--- src/rtl/sinc3_pkg.sv ---
package sinc3_pkg;
  localparam int ORDER    = 3;
  localparam int OUT_W    = 15;
  localparam int NMIN_LOG = 5;
  localparam int NSEL     = 4;
  localparam int SEL_W    = $clog2(NSEL);
  localparam int NMAX_LOG = NMIN_LOG + NSEL - 1;
  localparam int ACC_W    = ORDER * NMAX_LOG + 2;
  localparam int CNT_W    = NMAX_LOG;

  typedef logic signed [ACC_W-1:0] acc_t;
  typedef logic signed [OUT_W-1:0] pcm_t;

  function automatic logic [CNT_W-1:0] last_count(input logic [SEL_W-1:0] sel);
    logic [CNT_W:0] n;
    n = (CNT_W+1)'(1) << (NMIN_LOG + int'(sel));
    return CNT_W'(n - 1'b1);
  endfunction

  function automatic int drop_bits(input logic [SEL_W-1:0] sel);
    return ORDER * (NMIN_LOG + int'(sel)) - (OUT_W - 1);
  endfunction
endpackage

--- src/rtl/sinc3_integrators.sv ---
module sinc3_integrators
  import sinc3_pkg::*;
(
  input  logic clk,
  input  logic rst,
  input  logic clr,
  input  logic en,
  input  logic bit_in,
  output acc_t acc_last
);
  acc_t acc [ORDER];
  acc_t nxt [ORDER];
  acc_t step;

  assign step = bit_in ? acc_t'(1) : acc_t'(-1);

  always_comb begin
    nxt[0] = acc[0] + step;
    for (int s = 1; s < ORDER; s++) begin
      nxt[s] = acc[s] + nxt[s-1];
    end
  end

  for (genvar g = 0; g < ORDER; g++) begin : g_stage
    always_ff @(posedge clk) begin
      if (rst || clr) begin
        acc[g] <= '0;
      end else if (en) begin
        acc[g] <= nxt[g];
      end
    end
  end

  assign acc_last = acc[ORDER-1];
endmodule

--- src/rtl/sinc3_decim_ctrl.sv ---
module sinc3_decim_ctrl
  import sinc3_pkg::*;
(
  input  logic             clk,
  input  logic             rst,
  input  logic             clr,
  input  logic             en,
  input  logic [SEL_W-1:0] sel,
  output logic             tick
);
  logic [CNT_W-1:0] cnt;
  logic             at_end;

  assign at_end = (cnt == last_count(sel));

  always_ff @(posedge clk) begin
    if (rst || clr) begin
      cnt  <= '0;
      tick <= 1'b0;
    end else begin
      tick <= en && at_end;
      if (en) begin
        cnt <= at_end ? '0 : cnt + 1'b1;
      end
    end
  end
endmodule

--- src/rtl/sinc3_combs.sv ---
module sinc3_combs
  import sinc3_pkg::*;
(
  input  logic clk,
  input  logic rst,
  input  logic clr,
  input  logic tick,
  input  acc_t acc_in,
  output acc_t diff_out
);
  acc_t dly [ORDER];
  acc_t dif [ORDER];

  always_comb begin
    dif[0] = acc_in - dly[0];
    for (int s = 1; s < ORDER; s++) begin
      dif[s] = dif[s-1] - dly[s];
    end
  end

  for (genvar g = 0; g < ORDER; g++) begin : g_stage
    always_ff @(posedge clk) begin
      if (rst || clr) begin
        dly[g] <= '0;
      end else if (tick) begin
        dly[g] <= (g == 0) ? acc_in : dif[(g == 0) ? 0 : g-1];
      end
    end
  end

  assign diff_out = dif[ORDER-1];
endmodule

--- src/rtl/sinc3_scale.sv ---
module sinc3_scale
  import sinc3_pkg::*;
(
  input  acc_t             full_in,
  input  logic [SEL_W-1:0] sel,
  output pcm_t             word_out
);
  localparam acc_t SAT_HI = acc_t'((1 << (OUT_W - 1)) - 1);
  localparam acc_t SAT_LO = acc_t'(-(1 << (OUT_W - 1)));

  acc_t shifted;

  always_comb begin
    shifted = full_in >>> drop_bits(sel);
    if (shifted > SAT_HI) begin
      word_out = pcm_t'(SAT_HI);
    end else if (shifted < SAT_LO) begin
      word_out = pcm_t'(SAT_LO);
    end else begin
      word_out = pcm_t'(shifted);
    end
  end
endmodule

--- src/rtl/sinc3_decim.sv ---
module sinc3_decim
  import sinc3_pkg::*;
(
  input  logic             clk,
  input  logic             rst,
  input  logic             mod_en,
  input  logic             mod_bit,
  input  logic [SEL_W-1:0] rate_sel,
  output logic [OUT_W-1:0] pcm_out,
  output logic             pcm_vld
);
  localparam int PRIME_W = $clog2(ORDER);

  logic [SEL_W-1:0]   rate_q;
  logic               clr;
  logic               tick;
  acc_t               acc3;
  acc_t               diff3;
  pcm_t               word;
  logic [PRIME_W-1:0] primed;

  assign clr = (rate_sel != rate_q);

  always_ff @(posedge clk) begin
    if (rst) begin
      rate_q <= rate_sel;
    end else begin
      rate_q <= rate_sel;
    end
  end

  sinc3_integrators u_integ (
    .clk     (clk),
    .rst     (rst),
    .clr     (clr),
    .en      (mod_en),
    .bit_in  (mod_bit),
    .acc_last(acc3)
  );

  sinc3_decim_ctrl u_ctrl (
    .clk (clk),
    .rst (rst),
    .clr (clr),
    .en  (mod_en),
    .sel (rate_q),
    .tick(tick)
  );

  sinc3_combs u_comb (
    .clk     (clk),
    .rst     (rst),
    .clr     (clr),
    .tick    (tick),
    .acc_in  (acc3),
    .diff_out(diff3)
  );

  sinc3_scale u_scale (
    .full_in (diff3),
    .sel     (rate_q),
    .word_out(word)
  );

  always_ff @(posedge clk) begin
    if (rst) begin
      pcm_out <= '0;
      pcm_vld <= 1'b0;
      primed  <= '0;
    end else if (clr) begin
      pcm_vld <= 1'b0;
      primed  <= '0;
    end else begin
      pcm_vld <= 1'b0;
      if (tick) begin
        if (primed == PRIME_W'(ORDER - 1)) begin
          pcm_out <= word;
          pcm_vld <= 1'b1;
        end else begin
          primed <= primed + 1'b1;
        end
      end
    end
  end
endmodule

--- config.mk ---
export PLATFORM = sky130hd
export DESIGN_NAME = sinc3_decim
export DESIGN_NICKNAME = d
export VERILOG_FILES = /design/src/rtl/sinc3_pkg.sv /design/src/rtl/sinc3_integrators.sv /design/src/rtl/sinc3_decim_ctrl.sv /design/src/rtl/sinc3_combs.sv /design/src/rtl/sinc3_scale.sv /design/src/rtl/sinc3_decim.sv
export SDC_FILE = /design/constraint.sdc
export NUM_CORES = 1
export LEC_CHECK = 0
export BUFFER_PORTS_ARGS = -buffer_cell sky130_fd_sc_hd__clkbuf_2
export CORE_MARGIN = 5
export CORE_UTILIZATION = 55
export DETAILED_ROUTE_END_ITERATION = 8
export GPL_TIMING_DRIVEN = 0
export PLACE_DENSITY = 0.74
export SYNTH_ARGS = -nofsm -noshare
export SYNTH_HDL_FRONTEND = slang
export SYNTH_SLANG_ARGS = --single-unit
--- constraint.sdc ---
create_clock -name clk -period 7.4 [get_ports clk]
set_input_delay 1.48 -clock clk [delete_from_list [all_inputs] [get_ports clk]]
set_output_delay 1.48 -clock clk [all_outputs]
set_load 0.05 [all_outputs]
Word-level counts from Yosys, hierarchy flattened

Memory sizes are Yosys's and may differ from the RTL's.
Index checks and enable logic that the tools add are counted.

Add/sub/neg operators: 11
$mul: 1
Order comparisons: 2
Equality and inequality tests: 3
Shift operators: 2
Multiplexer cells: 19
Bitwise operators: 9
Reductions and logical operators: 6

Operator list:

| cell                                                                              | count |
|---|---|
| 26-bit 2-to-1 mux                                                                 | 7 |
| 26-bit adder                                                                      | 3 |
| 26-bit subtractor                                                                 | 3 |
| 3-bit by 32-bit multiplier with 32-bit output, first input constant               | 1 |
| 1-bit by 32-bit left shift with 8-bit output, first input constant                | 1 |
| 26-bit by 32-bit >>> shifter with 26-bit output                                   | 1 |
| 32-bit by 5-bit subtractor with 32-bit output, second input constant              | 1 |
| 15-bit 2-to-1 mux                                                                 | 2 |
| 26-bit by 15-bit greater-than comparator with 1-bit output, second input constant | 1 |
| 26-bit by 15-bit < comparator with 1-bit output, second input constant            | 1 |
| 1-bit 2-to-1 mux                                                                  | 9 |
| 8-bit by 1-bit adder with 8-bit output, second input constant                     | 1 |
| 8-bit == test                                                                     | 1 |
| 8-bit 2-to-1 mux                                                                  | 1 |
| 8-bit by 1-bit subtractor with 8-bit output, second input constant                | 1 |
| 1-bit OR                                                                          | 6 |
| 3-bit by 2-bit adder with 4-bit output, first input constant                      | 1 |
| 1-bit NOT                                                                         | 3 |
| 3-bit AND reduction                                                               | 1 |
| 3-bit OR reduction                                                                | 1 |
| 2-bit by 1-bit adder with 2-bit output, second input constant                     | 1 |
| 2-bit == test, second input constant                                              | 1 |
| 2-bit != test                                                                     | 1 |
| 2-bit AND reduction                                                               | 1 |
| other kinds (3)                                                                   | 3 |

Register bits: 29
Memory bits (writable): 156
Bits of input ports: 6
Output and inout port bits: 16
Logic and storage cells: 61
Memories: 2

Memory list:

| memory      | words | bits a word | read ports | clocked after Yosys merged registers in | write ports | line                    | source |
|---|---|---|---|---|---|---|---|
| u_comb.dly  | 3     | 26          | 3          | 0                                       | 3           | sinc3_combs.sv:11       | `acc_t dly [ORDER];` |
| u_integ.acc | 3     | 26          | 3          | 0                                       | 3           | sinc3_integrators.sv:11 | `acc_t acc [ORDER];` |

Logic depth before layout (Yosys ltp)

An unclocked memory read counts as a cell.

Depth after elaboration: 8
Depth in mapped cells: 40
Gate-level depth less buffers: 40

Modules after synthesis

From an unflattened synthesis, not the netlist that was laid out.

Cell total of the unflattened synthesis: 1801
Area, all modules: 16304.4 um2

Modules (own cells, without submodules):

| module            | times used | cells an instance | area each (um2) | sequential area each (um2) |
|---|---|---|---|---|
| sinc3_combs       | 1          | 783               | 7043.0          | 2342.2 |
| sinc3_integrators | 1          | 677               | 6467.5          | 2342.2 |
| sinc3_scale       | 1          | 211               | 1472.7          | 0.0 |
| sinc3_decim       | 1          | 82                | 873.3           | 400.4 |
| sinc3_decim_ctrl  | 1          | 48                | 447.9           | 180.2 |

Least setup slack after synthesis

OpenSTA, ideal clock, no wires.

Path type: input to register
Start point: input mod_bit
End point: memory u_integ.acc[2][24] (netlist name) (data pin)
Library setup time: 0.266 ns
Arrival: 7.119 ns
Data required time: 7.134 ns
Path slack: 0.015 ns
Stages: 29
Path buffers: 0
Cell sequence: inv_1 ha_1 nor2b_1 o21ai_0 a21boi_0 o21ai_0 a21boi_0 o2111ai_1 a32oi_1 a221oi_1 inv_1 a21oi_1 xnor2_1 ha_1 nand2_1 nor2_1 and4_1 or3_1 xor2_1 ha_1 a21o_1 a21o_1 nor3_1 nand3_1 a311oi_1 o21bai_1 a21oi_1 xor2_1 nor2_1

RTL lines:

| item            | line                    | source |
|---|---|---|
| start, declared | sinc3_decim.sv:7        | `input logic mod_bit,` |
| end, declared   | sinc3_integrators.sv:11 |  |

==> results.md <==
* RSZ-0062 raised after global routing: true
* Cells after Synth at 1737
* Slew Limit Fails at 0
* Hold Crit Class: reg2reg
* Fillcell total at 2310
* Top FF cell, synth: edfxtp_1
* DR iter-0 viols at 944
* Area Overhead vs Synth at 15.0%
* Die W at 178 um
* H-tree Lvls at 4
* Tcrit/Tclk final at 102%
* Critical Path Most Common Cell: a21oi_2
* CP max-delay cell: mux4_2
* PortBufs at 20
* R2R cell count at 33
* Initial antenna violation count at 0
* Reg-to-Reg Start: u_integ.acc[2][0]$_SDFFCE_PN0P_
* Total GRT Usage at 22.5%
* Critical path's top delay family: compound AO/OA/AOI/OAI gates
* Crit path largest cell delay at 0.54 ns
* Die height at between 150 and 200 um
* Fmax at ~0.13 GHz
* Hpwl dp at 26.8 mm
* Worst slew pin tran at 0.911 ns
* Post-synth ARST share at 0%
* Number of core rows at a little over 60
* Synth Warn # at 0
* Post-synth EDFFs at 156
* Max Cap Violations at 0
* Mapped cell area at between 15000 and 20000 um2
* Clk_skew at 0.0208 ns
* CTS Buf Count at 17
* Unique masters post-synth at 85
* Max FO, Critical Path at 8
* Avg Synthesized Cell Area at ~9 um2
* Final wirelength at 37.2 mm
* Cts hold-fix bufs at 0
* Synth Register Bits at 185
* Fraction of layout cells with a size suffix above 1 at between 10% and 20%
* Root buffer cell: clkbuf_16
* Die area at 31700 um2
* Hold Fails Final Rpt at 0
* CTS tree: yes
* Clock latency on the worst-skew pair at 0.45 ns
* Max_slew headroom at 37.7%
* Routed Antenna Nets at 0
* Sum of buffers and inverters on the critical path at 3
* DRT Pass-1 Iters at 6
* Worst reg-to-reg setup slack at -0.11 ns
* Vias/cell at 5.91
* Most frequent cells in the layout: 171 x nor2_1, 156 x edfxtp_1, 147 x ha_1
* Critical path type: reg2reg
* Critical path required time at between 7 and 8 ns
* Setup TNS Final at -0.286 ns
* CP Launch Type: flip-flop
* Worst Path Arrival at approximately 7.9 ns
* ANT cells at 0
* Clk buf depth at 2
* Net Count, Synth at between 1500 and 2000
* CP endpoint: pcm_out[12]$_SDFFE_PP0P_
* Post-synthesis sequential area ratio at 33.9%
* Reg-to-reg endpoint: pcm_out[12]$_SDFFE_PP0P_
* WP depth at 33
* RD Place Congestion at 0.919
* Critical Path Start: u_integ.acc[2][0]$_SDFFCE_PN0P_
* GR Overflow Total at 0
* Fin nets at 1993
* Vias at 13100
* Clock sink count at 185
* Tmin final at about 7.5 ns
* Worst setup margin at -0.112 ns
* Vias in the first global route at around 12000
* Largest net degree at the start of global routing at 45
* Most common cell after layout, fill and taps aside: nor2_1
* Core Region at approximately 28000 um2
* Initial Util at 55.8%
* Nature of the critical path endpoint: flip-flop
* Drt wl/cell at ~17 um
* DRC at 0
* First-pass GRT wire length at 59.0 mm
* IO Pins at 22
* Setup violators final at 4
* Outcome: complete, but fails checks
* Failing checks: setup timing
* Worst-path clk slew at 0.08 ns
[final cells by class]
class                   instances  area (um2)  area share (%)
multi-input cells            1365       10300            57.7
clock inverters                15         134           0.749
plain buffers                  45         184            1.03
well taps                     378         473            2.65
repair inverters                1        5.00          0.0280
flip-flops and latches        185        5270            29.5
clock buffers                  17         425            2.38
repair buffers                 71         557            3.12
inverters                     137         518            2.90
[synthesized netlist by cell type, drive strengths merged (4+ instances only)]
master	n	area [um2]
nor2b	23	144
a41oi	4	35.0
or2	8	52.6
o22ai	5	31.3
nand3	33	170
mux2i	22	220
o21a	25	195
clkbuf	47	176
and3	49	312
nor2	179	674
a31o	4	35.0
o211ai	19	143
inv	135	507
nor4	9	68.8
or3	12	75.1
o31a	7	61.3
a211oi	19	148
nand3b	6	45.0
nor3b	4	30.0
a2111oi	6	52.6
a21boi	7	52.6
a21oi	124	624
or4	4	33.8
nor3	29	145
a311oi	7	67.6
nand2b	15	93.8
xor2	47	412
a31oi	17	106
xnor2	90	788
dfxtp	29	581
o21ai	87	450
mux2	8	90.1
edfxtp	156	4680
nor4b	4	35.0
fa	6	120
nand2	107	402
o31ai	9	72.6
a21o	43	323
o21bai	15	113
a221oi	8	70.1
nand4	13	81.3
and2	95	594
ha	158	1980
[metal layers]
| layer | vias to the layer above | track usage [%] | wire, um |
|---|---|---|---|
| met5 | - | 0 | 0 |
| met2 | 327 | 37.2 | 17500 |
| met1 | 6277 | 31.8 | 17400 |
| met4 | 0 | 5.03 | 467 |
| met3 | 41 | 2.80 | 1830 |
| li1 | 6445 | - | - |
[worst min-delay path by stage]
stage | startpoint | endpoint | depth (start not counted)
5_1_grt | pcm_out[7]$_SDFFE_PP0P_ | pcm_out[7]$_SDFFE_PP0P_ | 2
2_1_floorplan | u_ctrl.cnt[1]$_SDFFE_PP0P_ | u_ctrl.cnt[1]$_SDFFE_PP0P_ | 2
3_3_place_gp | pcm_out[9]$_SDFFE_PP0P_ | pcm_out[9]$_SDFFE_PP0P_ | 2
3_5_place_dp | pcm_out[9]$_SDFFE_PP0P_ | pcm_out[9]$_SDFFE_PP0P_ | 2
4_1_cts | pcm_out[9]$_SDFFE_PP0P_ | pcm_out[9]$_SDFFE_PP0P_ | 2
6_report | pcm_out[9]$_SDFFE_PP0P_ | pcm_out[9]$_SDFFE_PP0P_ | 2
[state kept, by name (all words and copies together) (netlist names)]
register and flops:
pcm_out 15, u_comb.dly 78, pcm_vld 1, u_integ.acc 78, rate_q 2, u_ctrl.tick 1, u_ctrl.cnt 8, primed 2
[tightest hold or removal path: stages, from the launching register on]
cell and delay, ns:
dfxtp_1 0.32, nand2_1 0.05, o21ai_1 0.05
[cells by family after synthesis]
family / count (synthesis) / synth area share, %
flip-flops: 185 / 33.9
buffers and inverters: 187 / 4.57
XOR/XNOR: 140 / 8.17
multiplexers: 31 / 2.14
adder cells (fa/ha/maj): 164 / 13.5
AND/OR/NAND/NOR: 595 / 19.3
AO/OA/AOI/OAI: 435 / 18.4
[stage by stage]
step                      utilization (%)  hold slack, ns  std cells  area (um2)  setup WS, ns
after global routing                 64.1           0.475       2214       17900        -0.501
after floorplan                         -           0.461       1737       15500        0.0153
after global placement               57.8           0.435       2135       16100         -1.38
final                                64.1           0.450       2214       17900        -0.112
after CTS                            61.7           0.453       2187       17200       0.00113
after detailed placement             58.1           0.442       2137       16200         -1.55
[what timing repair did]
item	4_1_cts	5_1_grt
buffers inserted	21	28
endpoints found under the setup margin	24	19
gates resized for setup	66	102
pin swaps	30	57
cloned	1	0
Power is left out: the tool's default activity adds up to more than one toggle a clock period on the data nets, which glitch-free logic cannot reach.
